==> src/rtl/vecRemapPkg.sv <==
package vecRemapPkg;
  localparam int ADDR_W  = 16;
  localparam int SEG_W   = 3;
  localparam int WIN_W   = 12;
  localparam int BOOT_W  = 10;
  localparam int NIB_W   = ADDR_W - WIN_W;
  localparam int CFG_W   = 1 + SEG_W + NIB_W;
  localparam int PHYS_W  = SEG_W + ADDR_W;

  typedef struct packed {
    logic             boot;
    logic [SEG_W-1:0] seg;
    logic [NIB_W-1:0] upper;
  } remapCfg_t;

  typedef struct packed {
    logic sysClr;
    logic hwBoot;
    logic shadowWr;
    logic activeLd;
  } remapStrobe_t;

  localparam remapCfg_t HW_BOOT_CFG = '{boot: 1'b1, seg: '0, upper: '1};
endpackage

==> src/rtl/vecRemapCtrl.sv <==
module vecRemapCtrl
  import vecRemapPkg::*;
#(
  parameter int SFR_AW = 16,
  parameter logic [SFR_AW-1:0] REG_ADDR = 16'hF0EC
) (
  input  logic              sysRstN,
  input  logic              cpuSwRst,
  input  logic              bootPin,
  input  logic              sfrWr,
  input  logic              sfrRd,
  input  logic [SFR_AW-1:0] sfrAddr,
  output remapStrobe_t      strobe,
  output logic              readSel
);
  logic regHit;

  always_comb begin
    regHit          = (sfrAddr == REG_ADDR);
    strobe.sysClr   = !sysRstN;
    strobe.hwBoot   = !sysRstN && bootPin;
    strobe.shadowWr = sysRstN && sfrWr && regHit;
    strobe.activeLd = sysRstN && cpuSwRst;
    readSel         = sfrRd && regHit;
  end
endmodule

==> src/rtl/vecRemapDp.sv <==
module vecRemapDp
  import vecRemapPkg::*;
(
  input  logic              clk,
  input  remapStrobe_t      strobe,
  input  logic              readSel,
  input  logic [CFG_W-1:0]  sfrWdata,
  output logic [CFG_W-1:0]  sfrRdata,
  input  logic [SEG_W-1:0]  fetchSeg,
  input  logic [ADDR_W-1:0] fetchAddr,
  output logic [PHYS_W-1:0] physAddr
);
  remapCfg_t shadowCfg;
  remapCfg_t activeCfg;
  logic             inWindow;
  logic [WIN_W-1:0] offset;

  always_ff @(posedge clk) begin
    if (strobe.sysClr) begin
      shadowCfg <= '0;
      activeCfg <= strobe.hwBoot ? HW_BOOT_CFG : remapCfg_t'('0);
    end else begin
      if (strobe.shadowWr) shadowCfg <= remapCfg_t'(sfrWdata);
      if (strobe.activeLd) activeCfg <= shadowCfg;
    end
  end

  always_comb begin
    offset = fetchAddr[WIN_W-1:0];
    if (activeCfg.boot) begin
      inWindow = (fetchSeg == '0) && (fetchAddr[ADDR_W-1:BOOT_W] == '0);
      offset[WIN_W-1:BOOT_W] = '1;
    end else begin
      inWindow = (fetchSeg == '0) && (fetchAddr[ADDR_W-1:WIN_W] == '0);
    end
    physAddr = inWindow ? {activeCfg.seg, activeCfg.upper, offset}
                        : {fetchSeg, fetchAddr};
    sfrRdata = readSel ? shadowCfg : '0;
  end
endmodule

==> src/rtl/vecRemap.sv <==
module vecRemap
  import vecRemapPkg::*;
#(
  parameter int SFR_AW = 16,
  parameter logic [SFR_AW-1:0] REG_ADDR = 16'hF0EC
) (
  input  logic              clk,
  input  logic              sysRstN,
  input  logic              cpuSwRst,
  input  logic              bootPin,
  input  logic              sfrWr,
  input  logic              sfrRd,
  input  logic [SFR_AW-1:0] sfrAddr,
  input  logic [CFG_W-1:0]  sfrWdata,
  output logic [CFG_W-1:0]  sfrRdata,
  input  logic [SEG_W-1:0]  fetchSeg,
  input  logic [ADDR_W-1:0] fetchAddr,
  output logic [PHYS_W-1:0] physAddr
);
  remapStrobe_t strobe;
  logic         readSel;

  vecRemapCtrl #(.SFR_AW(SFR_AW), .REG_ADDR(REG_ADDR)) u_ctrl (
    .sysRstN (sysRstN),
    .cpuSwRst(cpuSwRst),
    .bootPin (bootPin),
    .sfrWr   (sfrWr),
    .sfrRd   (sfrRd),
    .sfrAddr (sfrAddr),
    .strobe  (strobe),
    .readSel (readSel)
  );

  vecRemapDp u_dp (
    .clk      (clk),
    .strobe   (strobe),
    .readSel  (readSel),
    .sfrWdata (sfrWdata),
    .sfrRdata (sfrRdata),
    .fetchSeg (fetchSeg),
    .fetchAddr(fetchAddr),
    .physAddr (physAddr)
  );
endmodule

==> config.mk <==
export PLATFORM = sky130hd
export DESIGN_NAME = vecRemap
export DESIGN_NICKNAME = d
export VERILOG_FILES = /design/src/rtl/vecRemapPkg.sv /design/src/rtl/vecRemapCtrl.sv /design/src/rtl/vecRemapDp.sv /design/src/rtl/vecRemap.sv
export SDC_FILE = /design/constraint.sdc
export NUM_CORES = 1
export LEC_CHECK = 0
export BUFFER_PORTS_ARGS = -buffer_cell sky130_fd_sc_hd__buf_2
export CORE_ASPECT_RATIO = 1.25
export CORE_MARGIN = 5
export CORE_UTILIZATION = 33
export DETAILED_ROUTE_END_ITERATION = 7
export PLACE_DENSITY_LB_ADDON = 0.2
export SETUP_SLACK_MARGIN = 0.1
export SYNTH_ARGS = -nofsm -noshare
export SYNTH_HDL_FRONTEND = slang
export SYNTH_SLANG_ARGS = --single-unit
==> constraint.sdc <==
create_clock -name clk -period 1.6 [get_ports clk]
set_input_delay 0.16 -clock clk [delete_from_list [all_inputs] [get_ports clk]]
set_output_delay 0.16 -clock clk [all_outputs]
set_load 0.03 [all_outputs]
Yosys cells after proc, flatten, opt, wreduce, memory -nomap -nowiden

Cells that the tools add are included.

Flip-flop bits (word level): 16
Input port bits: 49
Output and inout bits: 27

Equal/unequal tests: 2
Multiplexer cells: 7
Reductions and logical operators: 11

Operators by type and width:

| cell                   | number |
|---|---|
| $mux W8                | 4 |
| $mux W19               | 1 |
| $eq A16 B16 Y1 const B | 1 |
| $logic_and A1 B1 Y1    | 7 |
| $logic_not A6 Y1       | 1 |
| $logic_not A4 Y1       | 1 |
| $logic_not A3 Y1       | 1 |
| $mux W2                | 1 |
| $ne A2 B1 Y1 const B   | 1 |
| $logic_not A1 Y1       | 1 |
| $mux W1                | 1 |

Logic depth before layout (Yosys ltp)

Gate-level depths: netlist of run 1.

Depth in word-level cells: 4
Mapped depth: 5

Cells and area by module

Synthesis of run 1 repeated with hierarchy kept, for this count alone.

Cell total of the unflattened synthesis: 92
Area, all modules: 937.1 um^2

Modules (own cells, without submodules):

| module       | times used | sequential area each (um^2) | area an instance (um^2) | cells each |
|---|---|---|---|---|
| vecRemapDp   | 1          | 400.4                       | 855.8                   | 82 |
| vecRemapCtrl | 1          | 0.0                         | 81.3                    | 10 |

Worst setup path after synthesis of run 1

Ideal clock, no wire load.

Path type: input-to-reg
Start point: input sfrAddr[9]
End point: register u_dp.shadowCfg[4] (netlist bit)
Arrival: 1.511 ns
Required time: 1.477 ns
Buffers on the path: 1
Cell stages on the path: 5
Path slack: -0.034 ns
Path through: or4b_4 nor4_1 and3_1 buf_6 mux2_1

Word-level cells in the longest chain between the ends: 2

RTL lines:

| element              | RTL line           | text |
|---|---|---|
| from (decl)          | vecRemap.sv:13     | `input logic [SFR_AW-1:0] sfrAddr,` |
| $eq A16 B16 Y1       | vecRemapCtrl.sv:19 | `regHit = (sfrAddr == REG_ADDR);` |
| $logic_and A1 B1 Y1  | vecRemapCtrl.sv:22 | `strobe.shadowWr = sysRstN && sfrWr && regHit;` |
| to (signal assigned) | vecRemapDp.sv:23   | `if (strobe.shadowWr) shadowCfg <= remapCfg_t'(sfrWdata);` |
| to (decl)            | vecRemapDp.sv:13   | `remapCfg_t shadowCfg;` |

No other way between the ends.
A chain may end at the register's enable or synchronous reset.

Worst setup path in the final report of run 1

Start point: register u_dp.activeCfg[7] (netlist bit)
End point: output physAddr[17]

Word-level cells in the longest chain between the ends: 2

RTL lines:

| element                | RTL line         | text |
|---|---|---|
| from (decl)            | vecRemapDp.sv:14 | `remapCfg_t activeCfg;` |
| from (signal assigned) | vecRemapDp.sv:21 | `activeCfg <= strobe.hwBoot ? HW_BOOT_CFG : remapCfg_t'('0);` |
| from (signal assigned) | vecRemapDp.sv:24 | `if (strobe.activeLd) activeCfg <= shadowCfg;` |
| $mux W1                | vecRemapDp.sv:30 | `if (activeCfg.boot) begin` |
| $mux W19               | vecRemapDp.sv:36 | `physAddr = inWindow ? {activeCfg.seg, activeCfg.upper, offset}` |
| to (decl)              | vecRemap.sv:18   | `output logic [PHYS_W-1:0] physAddr` |

No other way between the ends.

==> flow_summary.toml, run 1 <==
[outcome]
status = "complete, but fails checks"
violations = "setup timing"

[setup_path]
critPathKind = "reg2out"
startpoint = "u_dp.activeCfg[7]"
worstPathArrival_ns = 1.52
r2r-start = "u_dp.shadowCfg[6]"
r2r_cells = 2
path_max_fanout = 4
crit_required_ns = 1.44
end_kind = "output pin"
setup.worst_path.start_class = "flop"
reg2reg_slack_ns = 0.75

[power]
p_sw_mw = 0.1973
finalPower_mw = 0.8531
power_frac_comb_pct = 16.8
power.density_nw_per_um2 = 628.4
p_sw_share_pct = 23.13
p_clk_share_pct = 30.2
p_seq_share_pct = 52.9
power.leakage_nw = 0.6827
peakVddDrop_mv = 0.3354
p_int_mw = 0.6558

[timing]
hold_viol = 0
setup_ws_ns = -0.07769
finalSetupViolCount = 17
maxSlewViolCount = 0
worst_pin_slew_ns = 0.3502
fin_crit_ns = 1.678
max-slew-margin-rel_pct = 76.66
clock_skew_ns = 0.001321
period_share_pct = 104.9
rsz0062_at_grt = "yes"
fmax_mhz = 596.1

[floorplanning]
coreArea_sq_um = 2477
start_util_pct = 35.30
row_count = 20
pin_count = 76
die_h_microns = 67.56
die_x_microns = 56.05
die_area_sq_um = 3786

[global_routing]
grt_pass1_vias = 840
antenna_found_initial = 0
track_usage_pct = 11.88
grt_pass1_wl_microns = 3491
overflow = 0
grt_max_degree = 12

[synth]
synth_edf_count = 8
synthFlopType = "edfxtp_1"
ys_seq_area_share_pct = 45.78
synthDominantCellAreaShare_pct = 27.47
ys_types = 19
yosysMostFrequentCell = "nand2_1"
yosys_warnings = 0
syn_inst = 84
syn_area_sq_um = 874.6
synth_area_leaders = "edfxtp_1, dfxtp_1, buf_4"
synth.largest_area_cell = "edfxtp_1"
synth.avg_cell_area_sq_um = 10.41
synth_top_cells_by_count = "nand2_1, buf_4, a21o_1, and3_1"
ys_seq_elements = 16
async_flop_share_pct = 0
syn_nets = 133

[routing]
firstDrtPassIters = 4
ant_nets = 0
drc = 0
routed_wl_microns = 2364
drtIter0Drc = 14
wl_per_cell_microns = 13.99
vias = 796
viasPerCell = 4.710

[final_layout]
diodes = 0
nNetsFinal = 186
fin_cells = 169
area_delta_synth_final_pct = 55.22
final_layout_size_suffix_gt1_share_pct = 58.82

[placement]
gp_congestion = 0.8342
post-place-cells = 164
io_buffers = 55
hpwl_microns = 1888

[min_path]
hold_path_class = "in2reg"
hold-path-cell-count = 2
worstHoldStart = "sfrWdata[4]"

[clocking]
clock_sinks = 16
cts.clk_slew.worst_paths_ns = 0.09
max-clock-path-buffers = 2
cts_tree = "built"
cts_buffers = 3
clk_latency_ns = 0.27
cts_max_level = 1
cts_root_buf = "clkbuf_4"

[job]
cap_violations = 0
==> timing repair <==
item	4_1_cts	5_1_grt
gates resized for setup	43	7
setup endpoints to repair	17	25
hold buffers	0	0
pin swaps	10	3
gates cloned	0	1
setup buffers	0	0
==> cell usage in the layout, fill, tap and decap left out, types with 5 or more instances in the layout <==
cell,netlist,routed
a21o_1,9,9
buf_6,1,19
nand2_1,11,11
buf_2,0,38
dfxtp_1,8,8
and3_4,0,9
mux2i_1,5,5
edfxtp_1,8,8
inv_1,5,5
==> worst paths after layout <==
path                       end
max               physAddr[17]
min reg2reg  u_dp.shadowCfg[0]
max reg2reg  u_dp.shadowCfg[6]
min          u_dp.shadowCfg[4]
==> critical path, stage by stage (launching register included) <==
cell	delay, ns
edfxtp_1	0.44
o21ai_2	0.09
nand2_1	0.07
nor4_2	0.18
buf_2	0.20
a21o_1	0.13
buf_6	0.13
==> metal layers <==
| metal | track usage [%] | share of wire (%) |
|---|---|---|
| met1 | 11.16 | 33 |
| met2 | 22.95 | 54 |
| met3 | 3.059 | 11 |
| met4 | 7.418 | 2.0 |
| met5 | 0 | 0 |
==> cell families after synthesis <==
logic type	after synthesis	synth area share (%)
flip-flops	16	45.78
AND/OR/NAND/NOR	33	23.89
multiplexers	8	9.585
AO/OA/AOI/OAI	10	8.296
buffers and inverters	17	12.45
==> area by class of cell <==
class	instances	area, sq um
fill	231	1120
inverter	5	18.77
clock buffer	4	36.28
tap	33	41.29
multi-input combinational	51	434.2
sequential	16	400.4
timing repair buffer	60	426.7
==> flip-flops by register name, summed over array words and instances, names as in the netlist <==
register / flops
u_dp.activeCfg: 8
u_dp.shadowCfg: 8
==> power by group through the flow <==
stage	Clock [mW]	Combinational, mW	Sequential (mW)
3_5_place_dp	0	0.122	0.460
5_1_grt	0.285	0.156	0.454
4_1_cts	0.266	0.141	0.451
6_report	0.258	0.144	0.451
2_1_floorplan	0	0.102	0.458
3_3_place_gp	0	0.120	0.460
==> through the flow <==
stage                     hold WS (ns)  setup slack [ns]  util [%]  instance area (sq um)  TNS, ns
after floorplan                 0.2958           0.03677         -                  895.9        0
after global placement          0.3202           -0.1441     46.52                   1152   -1.800
after detailed placement        0.3202           -0.1603     46.52                   1152   -2.163
after CTS                      0.09988          -0.04705     53.59                   1328  -0.3804
after global routing           0.09928           -0.2003     54.80                   1358   -2.034
final                           0.1074          -0.07769     54.80                   1358  -0.6248
Note: power is estimated with default switching activity, not from simulation.
==> inputs of run 2 (changes only) <==
--- a/config.mk
+++ b/config.mk
@@ -5,11 +5,13 @@
 export SDC_FILE = /design/constraint.sdc
 export NUM_CORES = 1
 export LEC_CHECK = 0
+export ABC_AREA = 1
 export BUFFER_PORTS_ARGS = -buffer_cell sky130_fd_sc_hd__buf_2
 export CORE_ASPECT_RATIO = 1.25
 export CORE_MARGIN = 5
-export CORE_UTILIZATION = 33
+export CORE_UTILIZATION = 35
 export DETAILED_ROUTE_END_ITERATION = 7
+export HOLD_SLACK_MARGIN = 0.02
 export PLACE_DENSITY_LB_ADDON = 0.2
 export SETUP_SLACK_MARGIN = 0.1
 export SYNTH_ARGS = -nofsm -noshare
==> constraint.sdc (replaced) <==
create_clock -name clk -period 1.6 [get_ports clk]
set_input_delay 0.08 -clock clk [delete_from_list [all_inputs] [get_ports clk]]
set_output_delay 0.08 -clock clk [all_outputs]
set_load 0.03 [all_outputs]
==> run 2 against run 1 <==
Compared with the run above:
- the run now ends clean
- synthesized cell count grew 68%
- sequential share of layout area rose by 2.0 points
- hold slack got worse by 0.060 ns
- maximum frequency grew 24%
- cell area is 6.5% lower
- routed wire length shrank 5.6%
- sequential cell count unchanged
- sequential power barely moved
- critical path type unchanged
- critical endpoint is now physAddr[10]
- largest power group unchanged
==> flow_summary.toml, run 2 <==
[global_routing]
grt_max_degree = 11
overflow = 0
grt_pass1_vias = 903
antenna_found_initial = 0
track_usage_pct = 11.17
grt_pass1_wl_microns = 3663

[synth]
synthSimpleGateAreaFrac_pct = 39.95
synth_area_leaders = "edfxtp_1, nand2_1, dfxtp_1"
syn_nets = 190
synthFlopType = "edfxtp_1"
synth_fa_ha_area_share_pct = 0
synth_xor_xnor_area_share_pct = 0
synth.largest_area_cell = "edfxtp_1"
ys_seq_area_share_pct = 39.95
muxShareOfSynthArea_pct = 0
yosys_warnings = 0
synthDominantCellAreaShare_pct = 23.97
syn_area_sq_um = 1002
yosysMostFrequentCell = "nand2_1"
synth_top_family_by_area = "simple AND/OR/NAND/NOR gates"
synth_compound_area_share_pct = 0.4994
ys_seq_elements = 16
syn_inst = 141
synth_top_cells_by_count = "nand2_1, inv_1, nor2_1"
async_flop_share_pct = 0
synth.avg_cell_area_sq_um = 7.108
ys_types = 17
synth_edf_count = 8

[routing]
routed_wl_microns = 2231
viasPerCell = 4.417
vias = 985
firstDrtPassIters = 2
drtIter0Drc = 12
drc = 0
wl_per_cell_microns = 10.00
ant_nets = 0

[floorplanning]
start_util_pct = 37.03
row_count = 21
die_x_microns = 57.86
die_area_sq_um = 4040
coreArea_sq_um = 2706
die_h_microns = 69.83
pin_count = 76

[setup_path]
end_kind = "output pin"
setup.worst_path.start_class = "flop"
path_max_fanout = 8
crit_required_ns = 1.52
worstPathArrival_ns = 1.27
critPathKind = "reg2out"

[timing]
fin_crit_ns = 1.348
period_share_pct = 84.26
maxSlewViolCount = 0
fmax_mhz = 741.7
worst_pin_slew_ns = 0.4227
clock_skew_ns = 0.005492
rsz0062_at_grt = "no"
setup_tns_ns = 0
max-slew-margin-rel_pct = 71.72
setup_ws_ns = 0.2518
finalSetupViolCount = 0
hold_viol = 0

[job]
cap_violations = 0

[clocking]
cts_tree = "built"
ctsResizeCount = 0
max-clock-path-buffers = 2
cts_root_buf = "clkbuf_4"
cts_buffers = 3
hold_buffers = 0
cts_max_level = 1
postCtsSetupRepairBufs = 0
cts.clk_slew.worst_paths_ns = 0.09
clk_latency_ns = 0.28
clock_sinks = 16

[outcome]
status = "completed"

[final_layout]
n_fill_cell = 305
nNetsFinal = 239
layout_common_cells = "buf_2, nand2_1, inv_1, nor2_1, nand4_1"
layout_commonest_cell = "buf_2"
area_delta_synth_final_pct = 26.72
diodes = 0
largestRegisters = "u_dp.activeCfg x8, u_dp.shadowCfg x8"
final_layout_size_suffix_gt1_share_pct = 34.92

[power]
peakVddDrop_mv = 0.2588
p_clk_share_pct = 26.6
p_sw_share_pct = 25.45
power.density_nw_per_um2 = 621.6
finalPower_mw = 0.7894
power_frac_comb_pct = 16.4
power.leakage_nw = 0.7562
p_int_mw = 0.5885
p_seq_share_pct = 57.0
p_sw_mw = 0.2009

[min_path]
hold_path_class = "in2reg"

[placement]
dpl_worst_slack_ns = 0.3591
hpwl_microns = 1942
io_buffers = 55
gp_congestion = 0.8182
[run 2: changes by cell type in the layout (fill, tap and decap cells not counted), moves of 10 or more]
cell     delta
nand2_1    +35
buf_2      +17
nand4_1    +10
inv_1      +24
buf_6      -19
nor2_1     +11
[run 2: cells by family after synthesis]
family	Yosys count
and+or+nand+nor	82
buffers and inverters	42
DFF	16
AOI/OAI and AO/OA	1
[run 2: stage by stage]
| stage | area (sq um) | utilization [%] | hold WS, ns | instances |
|---|---|---|---|---|
| floorplan | 1002 | - | 0.2408 | 141 |
| global route | 1270 | 46.93 | 0.05514 | 223 |
| finish | 1270 | 46.93 | 0.04740 | 223 |
| detailed placement | 1240 | 45.82 | 0.1602 | 219 |
| CTS | 1266 | 46.79 | 0.04714 | 223 |
| global placement | 1240 | 45.82 | 0.1602 | 219 |
[run 2: final cells by class]
class	instances	area [sq um]	area share (%)
well taps	34	42.54	3.350
repair buffers	55	275.3	21.67
clock buffers	3	22.52	1.773
flip-flops and latches	16	400.4	31.53
clock inverters	1	3.754	0.2956
multi-input cells	83	409.1	32.22
inverters	31	116.4	9.163
[run 2: final timing paths]
path	from	slack, ns	to	depth (start not counted)
max	u_dp.activeCfg[7]	0.25	physAddr[10]	4
min	sfrWdata[5]	0.05	u_dp.shadowCfg[5]	3
min reg2reg	u_dp.shadowCfg[4]	0.55	u_dp.shadowCfg[4]	4
max reg2reg	u_dp.shadowCfg[2]	0.92	u_dp.activeCfg[2]	2
[run 2: metal layers]
layer  up-vias  wire [microns]  global-route usage, %
met1       408             809                  11.72
met2        54            1079                  19.35
li1        521               -                      -
met4         0              34                  6.186
met5         -               0                      0
met3         2             308                  3.166
[run 2: power by group through the flow]
stage          registers, mW  clock network [mW]  logic [mW]
2_1_floorplan          0.458                   0       0.113
3_3_place_gp           0.459                   0       0.127
3_5_place_dp           0.459                   0       0.130
4_1_cts                0.449               0.215       0.130
5_1_grt                0.453               0.235       0.144
6_report               0.450               0.210       0.130
[run 2: critical path, stage by stage (launching register included)]
cell	delay (ns)
edfxtp_1	0.42
o21ai_2	0.16
nand3_1	0.15
nand2_1	0.09
buf_2	0.19
==> inputs of run 3 (changes only) <==
--- a/config.mk
+++ b/config.mk
@@ -9,7 +9,7 @@
 export BUFFER_PORTS_ARGS = -buffer_cell sky130_fd_sc_hd__buf_2
 export CORE_ASPECT_RATIO = 1.25
 export CORE_MARGIN = 5
-export CORE_UTILIZATION = 35
+export CORE_UTILIZATION = 39
 export DETAILED_ROUTE_END_ITERATION = 7
 export HOLD_SLACK_MARGIN = 0.02
 export PLACE_DENSITY_LB_ADDON = 0.2
==> constraint.sdc (replaced) <==
create_clock -name clk -period 1.3 [get_ports clk]
set_input_delay 0.065 -clock clk [delete_from_list [all_inputs] [get_ports clk]]
set_output_delay 0.065 -clock clk [all_outputs]
set_load 0.03 [all_outputs]
==> run 3 against run 2 <==
Compared with the run above:
- non-clock buffer count is 4 higher
- register-to-register slack worse by 0.32 ns
- highest routed layer unchanged
- cell count up 1.3%
- count of clock-buffer cells in the layout did not move
- combinational power increased by 45%
- hold slack worse by 0.011 ns
- first-iteration DRC count grew 50%
- largest cell class unchanged
- sequential share of layout area fell by 2.8 points
- clock skew is 0.0045 ns lower
- core utilization grew 10 points
==> flow_summary.toml, run 3 (synthesis results as in run 2) <==
[floorplanning]
die_h_microns = 66.68
start_util_pct = 40.87
pin_count = 76
coreArea_sq_um = 2452
die_x_microns = 55.34
row_count = 20
die_area_sq_um = 3690

[timing]
setup_ws_ns = 0.01079
setup_tns_ns = 0
worst_pin_slew_ns = 0.3652
hold_viol = 0
max-slew-margin-rel_pct = 75.63
clock_skew_ns = 0.0009463
fmax_mhz = 775.7
whs_ns = 0.03635
rsz0062_at_grt = "yes"
maxSlewViolCount = 0
period_share_pct = 99.17
finalSetupViolCount = 0
fin_crit_ns = 1.289

[setup_path]
cp_num_buf_inv = 1
crit_required_ns = 1.24
slowest_delay_ns = 0.45
path_max_fanout = 8
r2r-start = "u_dp.shadowCfg[2]"
end_kind = "output pin"
critPathKind = "reg2out"
crit_family = "flip-flops"
worstPathArrival_ns = 1.22
startpoint = "u_dp.activeCfg[7]"
setup.worst_path.start_class = "flop"
slowest_stage = "edfxtp_1"
cp_cell_sequence = "o21ai_4, nand3_1, nand2_1, buf_6"

[final_layout]
layout_common_cells = "buf_2, nand2_1, inv_1, nand4_1, nor2_1"
final_layout_size_suffix_gt1_share_pct = 40.41
fin_cells = 226
layout_commonest_cell = "buf_2"
seq_area_sq_um = 400.4
diodes = 0
largestRegisters = "u_dp.activeCfg x8, u_dp.shadowCfg x8"
stdcell_area_sq_um = 1395
area_delta_synth_final_pct = 39.20
final_util_pct = 56.89
nNetsFinal = 243
n_fill_cell = 252
multiInputGateArea_sq_um = 446.7

[placement]
placed_area_sq_um = 1254
dpl_worst_slack_ns = 0.1209
io_buffers = 55
hpwl_microns = 1969
gp_congestion = 0.8245
post-place-cells = 220

[global_routing]
antenna_found_initial = 0
grt_pass1_vias = 1011
grt_pass1_wl_microns = 4098
overflow = 0
track_usage_pct = 13.30
grt_max_degree = 11

[power]
power.density_nw_per_um2 = 716.7
p_clk_share_pct = 25.4
p_sw_share_pct = 25.55
p_seq_share_pct = 55.7
power.leakage_nw = 0.7978
finalPower_mw = 0.9998
peakVddDrop_mv = 0.5007
power_frac_comb_pct = 18.9
p_sw_mw = 0.2555
p_int_mw = 0.7443

[routing]
drc = 0
vias = 1011
ant_nets = 0
drtIter0Drc = 18
firstDrtPassIters = 4
viasPerCell = 4.473
routed_wl_microns = 2316
wl_per_cell_microns = 10.25

[clocking]
max-clock-path-buffers = 2
clk_latency_ns = 0.27
cts_root_buf = "clkbuf_4"
cts_buffers = 3
cts_max_level = 1
cts.clk_slew.worst_paths_ns = 0.09
cts_tree = "built"
hold_buffers = 0
clock_sinks = 16

[outcome]
status = "completed"

[min_path]
worstHoldStart = "sfrWdata[2]"
hold_path_class = "in2reg"

[job]
cap_violations = 0
==> run 3: cell types whose count changed in the layout (fill, tap and decap cells not counted), sizes merged <==
cell,delta
buf,+3
clkbuf,+1
==> run 3: path summary, 6_finish.rpt <==
| check | end | slack [ns] | cells after the start |
|---|---|---|---|
| hold reg to reg | u_dp.shadowCfg[4] | 0.55 | 4 |
| setup / recovery | physAddr[12] | 0.01 | 4 |
| setup reg to reg | u_dp.activeCfg[2] | 0.60 | 2 |
| hold / removal | u_dp.shadowCfg[2] | 0.04 | 3 |
==> run 3: worst register-to-register path: cells and delay by family, from the launching register on <==
kind / cells / cell delay, ns
flops: 1 / 0.32
simple gates: 2 / 0.14
==> run 3: layout make-up <==
cell class,count,share of cell area [%]
Inverter,31,8.341
Clock buffer,3,1.614
Clock inverter,1,0.2691
Timing Repair Buffer,59,26.10
Multi-Input combinational cell,83,32.02
Tap cell,33,2.960
Sequential cell,16,28.70
==> run 3: timing repair <==
action | CTS | global route
gates resized for setup | 18 | 11
pin swaps | 4 | 7
buffers inserted | 0 | 2
endpoints found under the setup margin | 9 | 10
gates cloned | 0 | 0
==> run 3: per-layer routing <==
layer  vias to the layer above  GRT usage [%]  routed length (microns)
met5                         -              0                        0
met4                         0          2.736                       14
met3                         2          5.039                      317
met2                        69          25.74                     1141
met1                       414          13.49                      842
li1                        526              -                        -
==> run 3: power by group through the flow <==
stage	clock, mW	combinational (mW)	sequential [mW]
2_1_floorplan	0	0.139	0.563
3_3_place_gp	0	0.156	0.565
3_5_place_dp	0	0.161	0.565
4_1_cts	0.259	0.183	0.555
5_1_grt	0.292	0.207	0.558
6_report	0.254	0.188	0.557
